[src/rtl/dcache_tag_status.sv]
module dcache_tag_status #(
  parameter int SETS   = 16,
  parameter int WAYS   = 4,
  parameter int TAG_W  = 20,
  parameter int LINE_B = 32,
  parameter int QTRS   = 4
) (
  input  logic                                                    clk,
  input  logic                                                    rst,
  input  logic                                                    req_valid,
  input  logic [2:0]                                              req_op,
  input  logic [TAG_W+$clog2(SETS)+$clog2(LINE_B)-1:0]            req_addr,
  input  logic                                                    req_wt,
  input  logic                                                    cfg_inject,
  input  logic                                                    cfg_all,
  input  logic                                                    cfg_force_miss,
  input  logic                                                    cfg_touch_en,
  output logic                                                    rsp_valid,
  output logic                                                    rsp_hit,
  output logic [$clog2(WAYS)-1:0]                                 rsp_way,
  output logic                                                    rsp_multi_hit,
  output logic                                                    rsp_parity_err
);
  localparam int IDX_W = $clog2(SETS);
  localparam int OFF_W = $clog2(LINE_B);
  localparam int WAY_W = $clog2(WAYS);
  localparam int Q_W   = $clog2(QTRS);

  localparam logic [2:0] OP_LOAD  = 3'd0;
  localparam logic [2:0] OP_STORE = 3'd1;
  localparam logic [2:0] OP_ZERO  = 3'd2;
  localparam logic [2:0] OP_TOUCH = 3'd3;
  localparam logic [2:0] OP_FILL  = 3'd4;

  logic [WAYS-1:0]  vld_q [SETS];
  logic [TAG_W-1:0] tag_q [SETS][WAYS];
  logic [QTRS-1:0]  dty_q [SETS][WAYS];
  logic [QTRS-1:0]  par_q [SETS][WAYS];
  logic [WAY_W-1:0] rr_q  [SETS];

  wire [IDX_W-1:0] idx = req_addr[OFF_W +: IDX_W];
  wire [TAG_W-1:0] tg  = req_addr[OFF_W+IDX_W +: TAG_W];
  wire [Q_W-1:0]   qtr = req_addr[OFF_W-Q_W +: Q_W];

  wire is_ld    = req_op == OP_LOAD;
  wire is_st    = req_op == OP_STORE;
  wire is_zero  = req_op == OP_ZERO;
  wire is_touch = req_op == OP_TOUCH;
  wire is_fill  = req_op == OP_FILL;

  logic [WAYS-1:0]  match;
  logic [WAY_W-1:0] hway, vic, wr_way;
  logic             perr_m, vic_ok, alloc, upd, evict_perr;
  logic [QTRS-1:0]  wmask, nd, np;

  always_comb begin
    hway   = '0;
    perr_m = 1'b0;
    for (int w = WAYS-1; w >= 0; w--) begin
      match[w] = vld_q[idx][w] && (tag_q[idx][w] == tg);
      if (match[w]) begin
        hway = WAY_W'(w);
        if (dty_q[idx][w] != par_q[idx][w]) perr_m = 1'b1;
      end
    end
    vic    = '0;
    vic_ok = 1'b0;
    for (int k = WAYS-1; k >= 0; k--) begin
      if (!match[rr_q[idx] + WAY_W'(k)]) begin
        vic    = rr_q[idx] + WAY_W'(k);
        vic_ok = 1'b1;
      end
    end
  end

  wire hit = |match;

  assign alloc = req_valid && vic_ok &&
                 (((is_fill || is_zero) && !hit) ||
                  (is_touch && cfg_touch_en && (!hit || cfg_force_miss)));
  assign upd   = req_valid && !alloc && hit && ((is_st && !req_wt) || is_zero);
  assign wr_way = alloc ? vic : hway;
  assign evict_perr = alloc && vld_q[idx][vic] && (dty_q[idx][vic] != par_q[idx][vic]);

  always_comb begin
    if (alloc || is_zero) begin
      wmask = '1;
      nd    = is_zero ? '1 : '0;
    end else begin
      wmask = QTRS'(1) << qtr;
      nd    = dty_q[idx][wr_way] | wmask;
    end
    np = (par_q[idx][wr_way] & ~wmask) | ((nd ^ {QTRS{cfg_inject}}) & wmask);
    if (cfg_inject && cfg_all) np = ~nd;
  end

  always_ff @(posedge clk) begin
    if (rst) begin
      for (int s = 0; s < SETS; s++) begin
        vld_q[s] <= '0;
        rr_q[s]  <= '0;
        for (int w = 0; w < WAYS; w++) begin
          tag_q[s][w] <= '0;
          dty_q[s][w] <= '0;
          par_q[s][w] <= '0;
        end
      end
      rsp_valid      <= 1'b0;
      rsp_hit        <= 1'b0;
      rsp_way        <= '0;
      rsp_multi_hit  <= 1'b0;
      rsp_parity_err <= 1'b0;
    end else begin
      rsp_valid      <= req_valid;
      rsp_hit        <= req_valid && hit;
      rsp_way        <= req_valid ? hway : '0;
      rsp_multi_hit  <= req_valid && ($countones(match) > 1);
      rsp_parity_err <= req_valid && (perr_m || evict_perr);
      if (alloc) begin
        vld_q[idx][vic] <= 1'b1;
        tag_q[idx][vic] <= tg;
        rr_q[idx]       <= vic + WAY_W'(1);
      end
      if (alloc || upd) begin
        dty_q[idx][wr_way] <= nd;
        par_q[idx][wr_way] <= np;
      end
    end
  end

  a_r1_rsp_follows_req: assert property (@(posedge clk) disable iff (rst)
    req_valid |=> rsp_valid);
  a_r1_no_spurious_rsp: assert property (@(posedge clk) disable iff (rst)
    !req_valid |=> !rsp_valid && !rsp_hit && !rsp_multi_hit && !rsp_parity_err);
  a_r8_multi_needs_hit: assert property (@(posedge clk) disable iff (rst)
    rsp_multi_hit |-> rsp_hit && rsp_valid);
  a_r10_victim_not_matching: assert property (@(posedge clk) disable iff (rst)
    alloc |-> !match[vic]);
  a_r12_load_readonly: assert property (@(posedge clk) disable iff (rst)
    (req_valid && is_ld) |-> !alloc && !upd);
  a_r9_touch_gated: assert property (@(posedge clk) disable iff (rst)
    (req_valid && is_touch && !cfg_touch_en) |-> !alloc && !upd);
  a_r7_wt_store_no_write: assert property (@(posedge clk) disable iff (rst)
    (req_valid && is_st && req_wt) |-> !alloc && !upd);
endmodule

[config.mk]
export PLATFORM = sky130hd
export DESIGN_NAME = dcache_tag_status
export DESIGN_NICKNAME = d
export VERILOG_FILES = /design/src/rtl/dcache_tag_status.sv
export SDC_FILE = /design/constraint.sdc
export NUM_CORES = 2
export LEC_CHECK = 0
export ABC_AREA = 1
export BUFFER_PORTS_ARGS = -buffer_cell sky130_fd_sc_hd__buf_4
export CAP_MARGIN = 20
export CORE_MARGIN = 4
export CORE_UTILIZATION = 59
export CTS_CLUSTER_DIAMETER = 150
export DETAILED_ROUTE_END_ITERATION = 12
export PLACE_DENSITY = 0.75
export SETUP_SLACK_MARGIN = 0.05
export SYNTH_ARGS = -nofsm -noshare
export SYNTH_HDL_FRONTEND = slang
export SYNTH_SLANG_ARGS = --single-unit
[constraint.sdc]
create_clock -name clk -period 6.8 [get_ports clk]
set_input_delay 0.68 -clock clk [delete_from_list [all_inputs] [get_ports clk]]
set_output_delay 0.68 -clock clk [all_outputs]
set_load 0.1 [all_outputs]
==> flow_summary.yaml <==
yosys:
  synthArstFlopShare_pct: 0
  synth_edf_count: 1824
  synth_nets: 9235
  yosysWarningCount: 0
  ys_types: 43
  avgSynthCellArea_um2: 9.377
  yosysTopAreaCellShare_pct: 63.57
  synth.area.top_cells: "edfxtp_1, nand2_1, nor2_1"
  yosysSeqAreaShare_pct: 65.20
  synth_top_area_cell: "edfxtp_1"
  ys_ff_latch: 1894
  syn_inst: 9189
  syn_area_mm2: 0.08616
  synthFlopType: "edfxtp_1"
drt:
  routedWlPerCell_um: 23.58
  antenna_left: 0
  dr_total_vias: 66628
  drt_iter0_drc: 9492
  drt-total-wl_um: 262400
  drc_errors: 0
  first_pass_iters: 9
  vias_per_cell: 5.988
power:
  ir_drop_mv: 0.2509
  p_clk_share_pct: 39.7
  p_comb_share_pct: 9.4
  switchingPower_mw: 6.470
  sw_frac_of_total_pct: 24.86
  p_int_mw: 19.56
  p_leak_nw: 40.14
  power_frac_seq_pct: 50.9
  p_per_area_mw_per_mm2: 273.5
  total_power_mw: 26.03
floorplanning:
  die_w_um: 390.1
  die_h_um: 390.1
  die-area_mm2: 0.1522
  start_util_pct: 59.69
  core-area_mm2: 0.1444
  ios: 46
  rows: 139
setup_path:
  critPathSlowestCell: "buf_4"
  critical-path-top-delay-family: "simple AND/OR/NAND/NOR gates"
  endpoint_kind: "register"
  worstPathArrival_ns: 6.36
  cp_common_cell: "nand2_1"
  r2r_setup_slack_ns: 1.52
  crit_buf_inv: 6
  startpoint_type: "input pin"
  r2r-start: "vld_q[9][1]"
  ff2ff_path_depth: 22
  critPathMaxFanout: 53
  cp_slowest_stage_delay_ns: 0.58
  reg2reg_to: "dty_q[12][7]"
  worstPathRequired_ns: 7.28
  crit_type: "in -> reg"
placed_design:
  placedInstanceArea_mm2: 0.08908
  numPortBuffers: 42
  place_hpwl_um: 158600
  gp_congestion: 0.9315
sta:
  slew_violations: 0
  report.final.setup_viol: 0
  fin_tns_setup_ns: 0
  relSlewSlack_pct: 29.14
  fin_skew_ns: 0.03242
  rsz0062_at_grt: "false"
  whs_ns: 0.1609
  period_minus_slack_ns: 5.883
  worst_pin_slew_ns: 1.053
  min_period_over_period_pct: 86.52
  finalHoldViolCount: 0
  timing.fmax_ghz: 0.1700
clocking:
  cts_max_level: 4
  cts_tree: "done"
  cts.path.max_buffers: 3
  hold_buffers: 0
  cts_resized: 0
  clkSlewWorstSetupHoldPaths_ns: 0.06
  cts_sinks: 1894
  postCtsSetupBuffers: 0
  clock-root-buffer: "clkbuf_16"
  cts_buffers: 189
  clock_latency_ns: 0.83
grt:
  grt_antenna_before_repair: 9
  grt_max_degree: 180
  grt_pass1_vias: 62906
  grt_first_pass_wirelength_um: 387900
  overflow: 0
  track_usage_pct: 34.00
layout:
  nets: 9104
  design_area_mm2: 0.09518
  areaGrowthSynthToFinish_pct: 10.47
  drive_gt1_share_pct: 7.565
  n_fill_cell: 11120
min_path:
  worstHoldStart: "req_valid"
  holdPathEnd: "rsp_valid"
  worstHoldPathType: "in -> reg"
  holdPathStages: 3
outcome:
  status: "complete, no violations"
run:
  max_cap_viol_count: 0
==> per-layer routing <==
metal | part of all wire (%) | track usage, % | wire length [µm] | up-vias
met3 | 13 | 7.694 | 32970 | 694
met2 | 46 | 53.17 | 120400 | 4375
li1 | - | - | - | 29981
met4 | 5.6 | 17.50 | 14570 | 4
met1 | 36 | 45.04 | 94420 | 31574
met5 | 0.011 | 0 | 28 | -
==> kinds of logic after synthesis <==
logic type	synth area share (%)
compound gates	4.704
xor+xnor	0.1728
fa+ha+maj	0.09584
buf+inv	3.806
flops	65.20
simple gates	26.03
==> worst max path at each step <==
| stage | end | slack, ns | from | depth (start not counted) |
|---|---|---|---|---|
| 3_5_place_dp | dty_q[11][4] | 0.28 | req_addr[6] | 28 |
| 3_3_place_gp | dty_q[13][6] | 0.41 | req_addr[6] | 28 |
| 5_1_grt | dty_q[1][7] | 0.70 | req_addr[6] | 28 |
| 2_1_floorplan | tag_q[8][40] | 1.69 | req_addr[6] | 30 |
| 4_1_cts | dty_q[11][6] | 1.15 | req_addr[6] | 28 |
| 6_report | dty_q[12][7] | 0.92 | req_addr[6] | 28 |
==> cell type report <==
cell class	instances	area, µm²	area share [%]
clock buffers	246	5104	5.362
well taps	1903	2381	2.502
multi-input cells	6500	26740	28.10
repair buffers	351	3261	3.426
inverters	122	518.0	0.5442
diodes	11	27.53	0.02892
clock inverters	100	974.7	1.024
flip-flops and latches	1894	56170	59.02
==> worst register-to-register path, stage by stage (launching register included) <==
cell and delay (ns):
dfxtp_1 0.34, nor2_1 0.06, nor2_1 0.16, nand2_1 0.07
nand2_1 0.14, nand2_1 0.22, nor2_1 0.31, nand2_1 0.09
nor2_1 0.10, nand2_1 0.07, nor2_1 0.12, nand3_2 0.37
ha_1 0.39, nand3_1 0.24, a21oi_1 0.14, nand2_2 0.21
inv_2 0.14, o21ai_4 0.48, nand2_1 0.23, nor2_2 0.12
buf_4 0.24, nand2_1 0.28, nand2_1 0.42
==> power by group through the flow <==
stage                     clock (mW)  combinational [mW]  sequential, mW
after detailed placement           0                2.38            13.5
after CTS                       10.4                2.39            13.2
after global placement             0                2.35            13.5
final                           10.3                2.44            13.2
after floorplan                    0                1.42            13.5
after global routing            10.9                2.59            13.3
==> metrics by stage <==
stage                     cells  util, %  worst slack, ns
after global placement    10767    61.69           0.4060
after floorplan            9189        -            1.688
after detailed placement  10770    61.71           0.2838
after global routing      11116    65.92           0.6999
after CTS                 11116    65.92            1.147
final                     11127    65.94           0.9167
==> cells in the mapped netlist (17+ instances only) <==
cell and n:
a21oi_1 205, a22oi_1 283, clkbuf_1 487, edfxtp_1 1824, o21ai_0 81, nand4_1 46, buf_1 29, buf_4 21
nor2_1 1957, buf_2 129, inv_1 114, nor4_1 17, or4_1 23, o21ai_1 63, nand3_1 151, nand2_1 3599
dfxtp_1 70
==> registers in the layout, summed over array words and instances (netlist names), 2 cells and up <==
register and flops:
rsp_way 2, tag_q 1280, vld_q 64, rr_q 32, par_q 256, dty_q 256
==> placed cells by master (no fill, tap or decap), types with 4 or more instances in the layout <==
cell type  instances
diode_2           11
edfxtp_1        1824
nand2_1         3593
inv_1             91
o22ai_1            5
clkbuf_1          41
nand3_1          151
nor2_1          1955
nor2_2             4
xnor2_1            6
xor2_1            11
clkbuf_16        189
nor4_1            17
o21ai_1           63
o21ai_0           81
bufinv_16         15
dfxtp_1           70
clkinv_4           6
clkinv_2          56
nor2_4             4
a22oi_1          283
clkinv_1          32
buf_4            298
or4_1             23
inv_6             11
clkbuf_8          16
ha_1               5
a21oi_1          205
a21oi_2           10
nand2_2           11
nand3_2            6
nor3_1             5
buf_12            49
nand4_1           46
Power figures use the tool's default switching activity.
